==> src/rtl/clkcfg_pkg.sv <==
package clkcfg_pkg;

  localparam int NREG  = 8;
  localparam int OFFW  = 5;
  localparam logic [7:0] ID_BYTE = 8'h01;

  typedef enum logic [2:0] {
    PH_IDLE,
    PH_RX,
    PH_RXACK,
    PH_TX,
    PH_TXACK
  } phase_t;

  typedef enum logic [1:0] {
    FLD_ADDR,
    FLD_CMD,
    FLD_CNT,
    FLD_DATA
  } field_t;

  function automatic logic [7:0] reg_default(input int idx);
    logic [7:0] v;
    case (idx)
      0:       v = 8'h7C;
      1:       v = 8'h01;
      2:       v = 8'hEA;
      3:       v = 8'hAF;
      6:       v = 8'h13;
      default: v = 8'h00;
    endcase
    return v;
  endfunction

endpackage

==> src/rtl/clkcfg_pinsync.sv <==
module clkcfg_pinsync #(
  parameter int STAGES = 2
) (
  input  logic clk,
  input  logic rst_n,
  input  logic scl_i,
  input  logic sda_i,
  output logic scl_s,
  output logic sda_s,
  output logic scl_rise,
  output logic scl_fall,
  output logic start_det,
  output logic stop_det
);

  logic [STAGES-1:0] scl_q, sda_q;
  logic scl_d, sda_d;

  always_ff @(posedge clk or negedge rst_n) begin
    if (!rst_n) begin
      scl_q <= '1;
      sda_q <= '1;
      scl_d <= 1'b1;
      sda_d <= 1'b1;
    end else begin
      scl_q <= {scl_q[STAGES-2:0], scl_i};
      sda_q <= {sda_q[STAGES-2:0], sda_i};
      scl_d <= scl_q[STAGES-1];
      sda_d <= sda_q[STAGES-1];
    end
  end

  assign scl_s     = scl_q[STAGES-1];
  assign sda_s     = sda_q[STAGES-1];
  assign scl_rise  = scl_s & ~scl_d;
  assign scl_fall  = ~scl_s & scl_d;
  assign start_det = scl_s & scl_d & sda_d & ~sda_s;
  assign stop_det  = scl_s & scl_d & ~sda_d & sda_s;

endmodule

==> src/rtl/clkcfg_regbank.sv <==
module clkcfg_regbank
  import clkcfg_pkg::*;
(
  input  logic                      clk,
  input  logic                      rst_n,
  input  logic                      we,
  input  logic [OFFW-1:0]           waddr,
  input  logic [7:0]                wdata,
  input  logic [OFFW-1:0]           raddr,
  output logic [7:0]                rdata,
  output logic [NREG-2:0][7:0]      rw_q
);

  for (genvar g = 0; g < NREG - 1; g++) begin : g_byte
    logic hit;
    assign hit = we && (waddr == OFFW'(g));
    always_ff @(posedge clk or negedge rst_n) begin
      if (!rst_n)   rw_q[g] <= reg_default(g);
      else if (hit) rw_q[g] <= wdata;
    end
  end

  always_comb begin
    rdata = 8'h00;
    for (int i = 0; i < NREG - 1; i++) begin
      if (raddr == OFFW'(i)) rdata = rw_q[i];
    end
    if (raddr == OFFW'(NREG - 1)) rdata = ID_BYTE;
  end

endmodule

==> src/rtl/clkcfg_proto.sv <==
module clkcfg_proto
  import clkcfg_pkg::*;
#(
  parameter logic [6:0] DEV_ADDR = 7'h69
) (
  input  logic            clk,
  input  logic            rst_n,
  input  logic            sda_s,
  input  logic            scl_rise,
  input  logic            scl_fall,
  input  logic            start_det,
  input  logic            stop_det,
  input  logic [7:0]      rdata,
  output logic [OFFW-1:0] raddr,
  output logic            we,
  output logic [OFFW-1:0] waddr,
  output logic [7:0]      wdata,
  output logic            sda_oe,
  output phase_t          phase_o
);

  phase_t          ph, ph_n;
  field_t          fld, fld_n;
  logic [3:0]      bcnt, bcnt_n;
  logic [7:0]      sr, sr_n;
  logic [OFFW-1:0] ptr, ptr_n, ptr_inc;
  logic [7:0]      remain, remain_n;
  logic            blk, blk_n, sent, sent_n, rd, rd_n, mack, mack_n, oe, oe_n;
  logic            ack_c;
  logic [7:0]      tx_c;

  assign ptr_inc = (ptr == {OFFW{1'b1}}) ? ptr : ptr + 1'b1;
  assign tx_c    = (blk && !sent) ? 8'(NREG) : rdata;
  assign raddr   = ptr;
  assign waddr   = ptr;
  assign wdata   = sr;

  always_comb begin
    ph_n = ph;  fld_n = fld;  bcnt_n = bcnt;  sr_n = sr;  ptr_n = ptr;
    remain_n = remain;  blk_n = blk;  sent_n = sent;  rd_n = rd;
    mack_n = mack;  oe_n = oe;  we = 1'b0;  ack_c = 1'b0;
    if (stop_det) begin
      ph_n = PH_IDLE;
      oe_n = 1'b0;
    end else if (start_det) begin
      ph_n   = PH_RX;
      fld_n  = FLD_ADDR;
      bcnt_n = 4'd0;
      oe_n   = 1'b0;
    end else begin
      case (ph)
        PH_RX: begin
          if (scl_rise && bcnt != 4'd8) begin
            sr_n   = {sr[6:0], sda_s};
            bcnt_n = bcnt + 4'd1;
          end else if (scl_fall && bcnt == 4'd8) begin
            rd_n = 1'b0;
            case (fld)
              FLD_ADDR: if (sr[7:1] == DEV_ADDR) begin
                ack_c = 1'b1;
                if (sr[0]) rd_n = 1'b1;
                else       fld_n = FLD_CMD;
              end
              FLD_CMD: if (sr[6:5] == 2'b00) begin
                ack_c  = 1'b1;
                blk_n  = ~sr[7];
                ptr_n  = sr[7] ? sr[OFFW-1:0] : '0;
                fld_n  = sr[7] ? FLD_DATA : FLD_CNT;
                sent_n = 1'b0;
              end
              FLD_CNT: begin
                ack_c    = 1'b1;
                remain_n = sr;
                fld_n    = FLD_DATA;
              end
              default: if (!blk || remain != 8'd0) begin
                ack_c = 1'b1;
                we    = 1'b1;
                ptr_n = ptr_inc;
                if (blk) remain_n = remain - 8'd1;
              end
            endcase
            if (ack_c) begin
              ph_n = PH_RXACK;
              oe_n = 1'b1;
            end else begin
              ph_n = PH_IDLE;
            end
          end
        end
        PH_RXACK: if (scl_fall) begin
          bcnt_n = 4'd0;
          if (rd) begin
            ph_n = PH_TX;
            sr_n = tx_c;
            oe_n = ~tx_c[7];
            if (blk && !sent) sent_n = 1'b1;
            else              ptr_n  = ptr_inc;
          end else begin
            ph_n = PH_RX;
            oe_n = 1'b0;
          end
        end
        PH_TX: if (scl_fall) begin
          if (bcnt == 4'd7) begin
            oe_n = 1'b0;
            ph_n = PH_TXACK;
          end else begin
            sr_n   = {sr[6:0], 1'b0};
            bcnt_n = bcnt + 4'd1;
            oe_n   = ~sr[6];
          end
        end
        PH_TXACK: begin
          if (scl_rise) mack_n = ~sda_s;
          if (scl_fall) begin
            if (mack) begin
              ph_n   = PH_TX;
              bcnt_n = 4'd0;
              sr_n   = tx_c;
              oe_n   = ~tx_c[7];
              if (blk && !sent) sent_n = 1'b1;
              else              ptr_n  = ptr_inc;
            end else begin
              ph_n = PH_IDLE;
            end
          end
        end
        default: ;
      endcase
    end
  end

  always_ff @(posedge clk or negedge rst_n) begin
    if (!rst_n) begin
      ph <= PH_IDLE;  fld <= FLD_ADDR;  bcnt <= 4'd0;  sr <= 8'h00;
      ptr <= '0;  remain <= 8'h00;  blk <= 1'b0;  sent <= 1'b0;
      rd <= 1'b0;  mack <= 1'b0;  oe <= 1'b0;
    end else begin
      ph <= ph_n;  fld <= fld_n;  bcnt <= bcnt_n;  sr <= sr_n;
      ptr <= ptr_n;  remain <= remain_n;  blk <= blk_n;  sent <= sent_n;
      rd <= rd_n;  mack <= mack_n;  oe <= oe_n;
    end
  end

  assign sda_oe  = oe;
  assign phase_o = ph;

endmodule

==> src/rtl/clkcfg_smb_target.sv <==
module clkcfg_smb_target
  import clkcfg_pkg::*;
#(
  parameter logic [6:0] DEV_ADDR    = 7'h69,
  parameter int         SYNC_STAGES = 2
) (
  input  logic       clk,
  input  logic       rst_n,
  input  logic       scl_i,
  input  logic       sda_i,
  output logic       sda_oe,
  output logic [3:0] out_en,
  output logic       ss_on,
  output logic       ss_depth,
  output logic       tst_src,
  output logic       tst_on
);

  logic [1:0] rst_q;
  logic       rst_sync_n;

  always_ff @(posedge clk or negedge rst_n) begin
    if (!rst_n) rst_q <= 2'b00;
    else        rst_q <= {rst_q[0], 1'b1};
  end
  assign rst_sync_n = rst_q[1];

  logic scl_s, sda_s, scl_rise, scl_fall, start_det, stop_det;
  logic we;
  logic [OFFW-1:0] raddr, waddr;
  logic [7:0] wdata, rdata;
  logic [NREG-2:0][7:0] rw_q;
  phase_t phase;
  logic [7:0] cfg_vec;

  clkcfg_pinsync #(.STAGES(SYNC_STAGES)) u_sync (
    .clk(clk), .rst_n(rst_sync_n), .scl_i(scl_i), .sda_i(sda_i),
    .scl_s(scl_s), .sda_s(sda_s), .scl_rise(scl_rise), .scl_fall(scl_fall),
    .start_det(start_det), .stop_det(stop_det)
  );

  clkcfg_proto #(.DEV_ADDR(DEV_ADDR)) u_proto (
    .clk(clk), .rst_n(rst_sync_n), .sda_s(sda_s), .scl_rise(scl_rise),
    .scl_fall(scl_fall), .start_det(start_det), .stop_det(stop_det),
    .rdata(rdata), .raddr(raddr), .we(we), .waddr(waddr), .wdata(wdata),
    .sda_oe(sda_oe), .phase_o(phase)
  );

  clkcfg_regbank u_regs (
    .clk(clk), .rst_n(rst_sync_n), .we(we), .waddr(waddr), .wdata(wdata),
    .raddr(raddr), .rdata(rdata), .rw_q(rw_q)
  );

  assign out_en   = rw_q[0][6:3];
  assign ss_depth = rw_q[2][7];
  assign ss_on    = rw_q[2][2];
  assign tst_src  = rw_q[6][7];
  assign tst_on   = rw_q[6][6];
  assign cfg_vec  = {out_en, ss_on, ss_depth, tst_src, tst_on};

endmodule

==> config.mk <==
export PLATFORM = sky130hd
export DESIGN_NAME = clkcfg_smb_target
export DESIGN_NICKNAME = d
export VERILOG_FILES = /design/src/rtl/clkcfg_pkg.sv /design/src/rtl/clkcfg_pinsync.sv /design/src/rtl/clkcfg_regbank.sv /design/src/rtl/clkcfg_proto.sv /design/src/rtl/clkcfg_smb_target.sv
export SDC_FILE = /design/constraint.sdc
export NUM_CORES = 1
export LEC_CHECK = 0
export BUFFER_PORTS_ARGS = -buffer_cell sky130_fd_sc_hd__buf_2
export CORE_MARGIN = 1
export CORE_UTILIZATION = 60
export CTS_BUF_LIST = sky130_fd_sc_hd__clkbuf_8
export DETAILED_ROUTE_END_ITERATION = 8
export GPL_TIMING_DRIVEN = 0
export PLACE_DENSITY_LB_ADDON = 0.2
export SLEW_MARGIN = 25
export SYNTH_ARGS = -nofsm -noshare
export SYNTH_HDL_FRONTEND = slang
export SYNTH_SLANG_ARGS = --single-unit
==> constraint.sdc <==
create_clock -name clk -period 4 [get_ports clk]
set_input_delay 0.8 -clock clk [delete_from_list [all_inputs] [get_ports clk]]
set_output_delay 0.8 -clock clk [all_outputs]
set_load 0.03 [all_outputs]
==> results.cfg, run 1 <==
[clock_network]
cts_setup_buffers = 0
cts-root-buf = clkbuf_8
cts_made_buffers = 9
cts_num_sinks = 99
h-tree-depth = 3
path_clk_slew_ns = 0.09
cts_tree = built
cts_resized = 0
holdBufCountCts = 0
cts_buffer_depth = 2
clk-insertion-delay-late_ns = 0.37

[setup_path]
cp_data_arrival_time_ns = 3.02
crit_end = u_proto.sda_oe
worstSetupStartpoint = u_proto.raddr[0]
required_ns = 4.27
worstReg2RegEnd = u_proto.sda_oe
crit_path_max_fanout = 10
cp-start-kind = flip-flop
r2r_cells = 7
crit_path_cell_trace = ha_1 -> clkbuf_1 -> nor4_1 -> o221a_2 -> o2111ai_1 -> a31o_2 -> o211a_1
max_stage_delay_ns = 0.79
r2r_slack_ns = 1.25
worst_path_max_delay_cell = nor4_1
end_kind = flip-flop
r2r-start = u_proto.raddr[0]
crit_type = flip-flop to flip-flop

[synth]
synth_edf_count = 0
synth_top_cell_by_area = dfrtp_1
synth_top_area_share = 0.326
netlist_instances = 527
yosysMostFrequentCell = dfrtp_1
yosysUniqueCellTypes = 73
synth_area_sq_um = 5610
ys_warn_count = 0
synth_seq_cells = 99
synthFlopType = dfrtp_1
ys_top_cells_by_count = 73 x dfrtp_1, 42 x mux2_2, 31 x clkbuf_1, 31 x nand2_1, 28 x a21oi_1
synthArstFlopShare = 1.00
synth_area_leaders = dfrtp_1 33%, dfstp_2 12%, mux2_2 8.4%
syn-num-nets = 543
seq_area_frac_synth = 0.448
avgSynthCellArea_sq_um = 10.6

[place]
post-place-ws_ns = 1.09
port-buffer-count = 12
dpl.hpwl_um = 9860
place_congestion = 0.951
dp_cells = 649

[global_route]
grt_pass1_wl_um = 22500
gr-total-overflow = 0
antenna_found_initial = 0
grt_usage = 0.300
first_global_vias = 4354
grt_max_degree = 42

[route]
ant_nets = 0
firstDrtPassIters = 5
drc = 0
wl_per_cell_um = 20.7
wl_um = 13800
avgViaCountPerCell = 6.65
drt_iter0_drc = 395
via_count = 4424

[cells_and_area]
syn2layout_area_growth_pct = 7.61
nNetsFinal = 568
diodes = 0
fin_util = 0.679
final_cells = 665
final_layout_size_suffix_gt1_frac = 0.251
multi_input_area_sq_um = 2830
register_area_sq_um = 2510
fillers = 694

[timing]
period_share = 0.688
fmax_ghz = 0.363
fin_tns_setup_ns = 0
relSlewSlack = 0.344
min_period_ns = 2.75
slew_violations = 0
finalWorstSetupSlack_ns = 1.25
setup_viol = 0
hold_viol = 0
skew_ns = 0.0138
worst_slew_pin_slew_ns = 0.975
rsz0062_at_grt = false

[power]
p_leak_nw = 2.70
pwr_density_cell_nw_per_um2 = 354
power.total_w = 0.00214
irDropWorstVdd_uv = 258

[floorplan]
coreArea_sq_um = 8890
std_cell_rows = 34
design.die.area_sq_um = 9740
die_y_um = 98.7
die_w_um = 98.7
pin_count = 13
start_util = 0.631

[run_status]
outcome = finished clean

[min_path]
hold_class = input port to async pin

[run]
cap_violations = 0
-- cell type report --
class / count / area share
sequential: 99 / 0.417
buffer: 41 / 0.0328
multi-input combinational: 365 / 0.468
inverter: 22 / 0.0137
tap: 108 / 0.0224
clock inverter: 6 / 0.00705
clock buffer: 10 / 0.0228
timing repair buffer: 14 / 0.0166
-- critical path: cells and delay by family (launching register included) --
family                   cells  cell delay, ns
buffers and inverters        1            0.24
AO/OA/AOI/OAI                4            0.94
AND/OR/NAND/NOR              1            0.79
flip-flops                   1            0.42
adder cells (fa/ha/maj)      1            0.25
-- stage by stage --
stage | hold WS [ns] | cell area, sq um
CTS | 0.181 | 6030
global placement | 0.342 | 5800
global route | 0.181 | 6030
detailed placement | 0.202 | 5850
finish | 0.195 | 6030
floorplan | 0.331 | 5610
-- placed cells by master (no fill, tap or decap), types with 4 or more instances in the layout --
cell / n
a221oi_1: 9
nand3_1: 11
nor2b_1: 11
mux2_2: 42
o211ai_1: 8
a22o_1: 6
clkbuf_1: 31
dfrtp_1: 72
ha_1: 12
a211oi_1: 4
a22oi_1: 7
and3_1: 5
inv_1: 23
nand2_1: 31
nor2_1: 22
nand2b_1: 5
nor3_1: 8
a21oi_1: 28
buf_2: 13
mux2_4: 15
a32oi_1: 7
a31oi_1: 10
dfstp_2: 26
clkbuf_8: 10
o21ai_0: 18
mux2i_1: 6
o221ai_1: 7
buf_4: 5
nand3b_1: 13
-- kinds of logic after synthesis --
logic type | count (synthesis) | synth area share
compound gates | 139 | 0.176
xor+xnor | 2 | 0.00312
fa+ha+maj | 12 | 0.0268
buf+inv | 63 | 0.0500
flops | 99 | 0.448
mux | 63 | 0.135
other cells | 1 | 0.000669
simple gates | 148 | 0.161
-- how the worst min path moves through the flow --
stage | startpoint | cells after the start | endpoint | slack [ns]
2_1_floorplan | rst_q[0] | 0 | rst_q[1] | 0.33
3_3_place_gp | rst_q[0] | 0 | rst_q[1] | 0.34
3_5_place_dp | rst_q[1] | 0 | u_proto.mack | 0.20
4_1_cts | rst_n | 1 | rst_q[1] | 0.18
5_1_grt | rst_n | 1 | rst_q[1] | 0.18
6_report | rst_n | 1 | rst_q[1] | 0.20
-- routing by layer --
layer  vias up  track usage  wire (um)
li1       2009            -          -
met1      2169        0.417       5970
met2       222        0.454       6230
met3        24       0.0809       1330
met4         0        0.109        265
met5         -            0          0
-- power breakdown --
group,internal [W],switching (W)
Sequential,0.00106,0.0000761
Combinational,0.000122,0.000280
Clock,0.000244,0.000355
Total,0.00143,0.000711
-- flip-flops by register name, summed over array words and instances, names as in the netlist, 2 cells and up --
register         flops
u_proto.remain       8
u_proto.fld          2
rst_q                2
u_proto.wdata        8
u_proto.raddr        5
u_proto.bcnt         4
u_proto.phase_o      3
u_regs.rw_q         56
u_sync.scl_q         2
u_sync.sda_q         2
(Power assumes the default switching activity.)
==> run 2, diff against run 1 <==
Clock period 4 ns to 2.6 ns, I/O delays scaled along.
==> results.cfg, run 2 (synthesis results as in run 1) <==
[setup_path]
r2r_cells = 7
cp-start-kind = flip-flop
worst-path-buf-inv = 2
critical_path.top_delay_family = simple AND/OR/NAND/NOR gates
max_stage_delay_ns = 0.48
crit_type = flip-flop to flip-flop
r2r_slack_ns = 0.02
required_ns = 2.87
cp_data_arrival_time_ns = 2.84
worstReg2RegEnd = u_regs.rw_q[30]
crit_path_cell_trace = or3b_1 -> buf_6 -> or3_4 -> or3_4 -> nor2b_4 -> buf_8 -> mux2_4
crit_path_frequent_cell = or3_4
worstSetupPathDepth = 7
end_kind = flip-flop
worstSetupStartpoint = u_proto.phase_o[2]
crit_path_max_fanout = 8
r2r-start = u_proto.phase_o[2]
worst_path_max_delay_cell = or3_4

[floorplan]
pin_count = 13
design.die.area_sq_um = 9740
coreArea_sq_um = 8890
die_y_um = 98.7
die_w_um = 98.7
std_cell_rows = 34
start_util = 0.631

[clock_network]
cts_tree = built
cts-root-buf = clkbuf_8
cts_made_buffers = 9
h-tree-depth = 3
clk-insertion-delay-late_ns = 0.38
cts_num_sinks = 99
cts_buffer_depth = 2
path_clk_slew_ns = 0.11

[global_route]
grt_usage = 0.307
antenna_found_initial = 0
first_global_vias = 4420
grt_pass1_wl_um = 23000
grt_max_degree = 42
gr-total-overflow = 0

[timing]
setup_viol = 0
slew_violations = 0
period_share = 0.991
fmax_ghz = 0.388
worst_slew_pin_slew_ns = 1.01
hold_viol = 0
relSlewSlack = 0.323
rsz0062_at_grt = true
min_period_ns = 2.58
skew_ns = 0.0125

[cells_and_area]
register_area_sq_um = 2510
diodes = 0
fillers = 695
regMostFlops = u_regs.rw_q
nNetsFinal = 570
final_cell_mix = 72 x dfrtp_1, 42 x mux2_2, 31 x nand2_1
multi_input_area_sq_um = 2880
fin_util = 0.692
syn2layout_area_growth_pct = 9.75
largest_reg_flops = 56
final_layout_size_suffix_gt1_frac = 0.272
final_common_cell = dfrtp_1

[route]
drt-met1-wl_um = 6100
routed-wl-met3_um = 1260
drc = 0
wl_per_cell_um = 21.6
firstDrtPassIters = 5
avgViaCountPerCell = 6.87
top_layer = met4
ant_nets = 0
wl_met2_um = 6710
via_count = 4585
wl_um = 14400
drt_iter0_drc = 500

[place]
place_congestion = 0.958
port-buffer-count = 12
dpl.hpwl_um = 9910

[run]
cap_violations = 0

[power]
p_leak_nw = 2.77
irDropWorstVdd_uv = 405
pwr_density_cell_nw_per_um2 = 561
power.total_w = 0.00345

[min_path]
hold_class = flip-flop to async pin

[run_status]
outcome = finished clean
## run 2: changes by cell type in the layout (fill, tap and decap cells not counted), sizes merged
cell,previous run,this run
buf,24,25
bufinv,0,1
clkbuf,41,40
clkinv,3,1
clkinvlp,1,0
dlygate4sd3,0,1
inv,24,27
## run 2: per-layer routing
layer / vias up / GRT usage
met3: 35 / 0.0631
li1: 2010 / -
met2: 271 / 0.472
met1: 2269 / 0.430
met5: - / 0
met4: 0 / 0.119
## run 2: where the power goes
group | internal [W] | switching (W) | total, W
Sequential | 0.00163 | 0.000119 | 0.00175
Combinational | 0.000199 | 0.000449 | 0.000647
Clock | 0.000464 | 0.000591 | 0.00106
Total | 0.00229 | 0.00116 | 0.00345
## run 2: final cells by class
type                            instances  share of cell area
Buffer                                 40              0.0346
Clock buffer                            9              0.0201
Clock inverter                          7              0.0134
Inverter                               22              0.0134
Multi-Input combinational cell        365               0.468
Sequential cell                        99               0.408
Tap cell                              108              0.0220
Timing Repair Buffer                   17              0.0203
## run 2: repair_timing
item	in CTS	in global routing
setup buffers	0	2
setup endpoints to repair	65	56
resized for setup	5	16
hold buffers	1	0
pin swaps	2	5
endpoints found under the hold margin	2	0
## run 2: per-stage QoR
step           cells  setup slack [ns]  cell area [sq um]  TNS (ns)  hold slack, ns
2_1_floorplan    527             0.141               5610         0           0.224
3_3_place_gp     647            -0.228               5800     -1.55           0.304
3_5_place_dp     649            -0.325               5850     -4.65           0.225
4_1_cts          666           0.00863               6100         0           0.215
5_1_grt          667           -0.0951               6150    -0.316           0.215
6_report         667            0.0223               6150         0           0.216
## run 2: worst max path at each step
| stage | slack (ns) | end |
|---|---|---|
| final | 0.02 | u_regs.rw_q[30] |
| after global routing | -0.1 | u_proto.raddr[3] |
| after CTS | 0.009 | u_regs.rw_q[30] |
| after detailed placement | -0.32 | u_proto.raddr[3] |
| after global placement | -0.23 | u_proto.raddr[3] |
| after floorplan | 0.14 | u_regs.rw_q[32] |
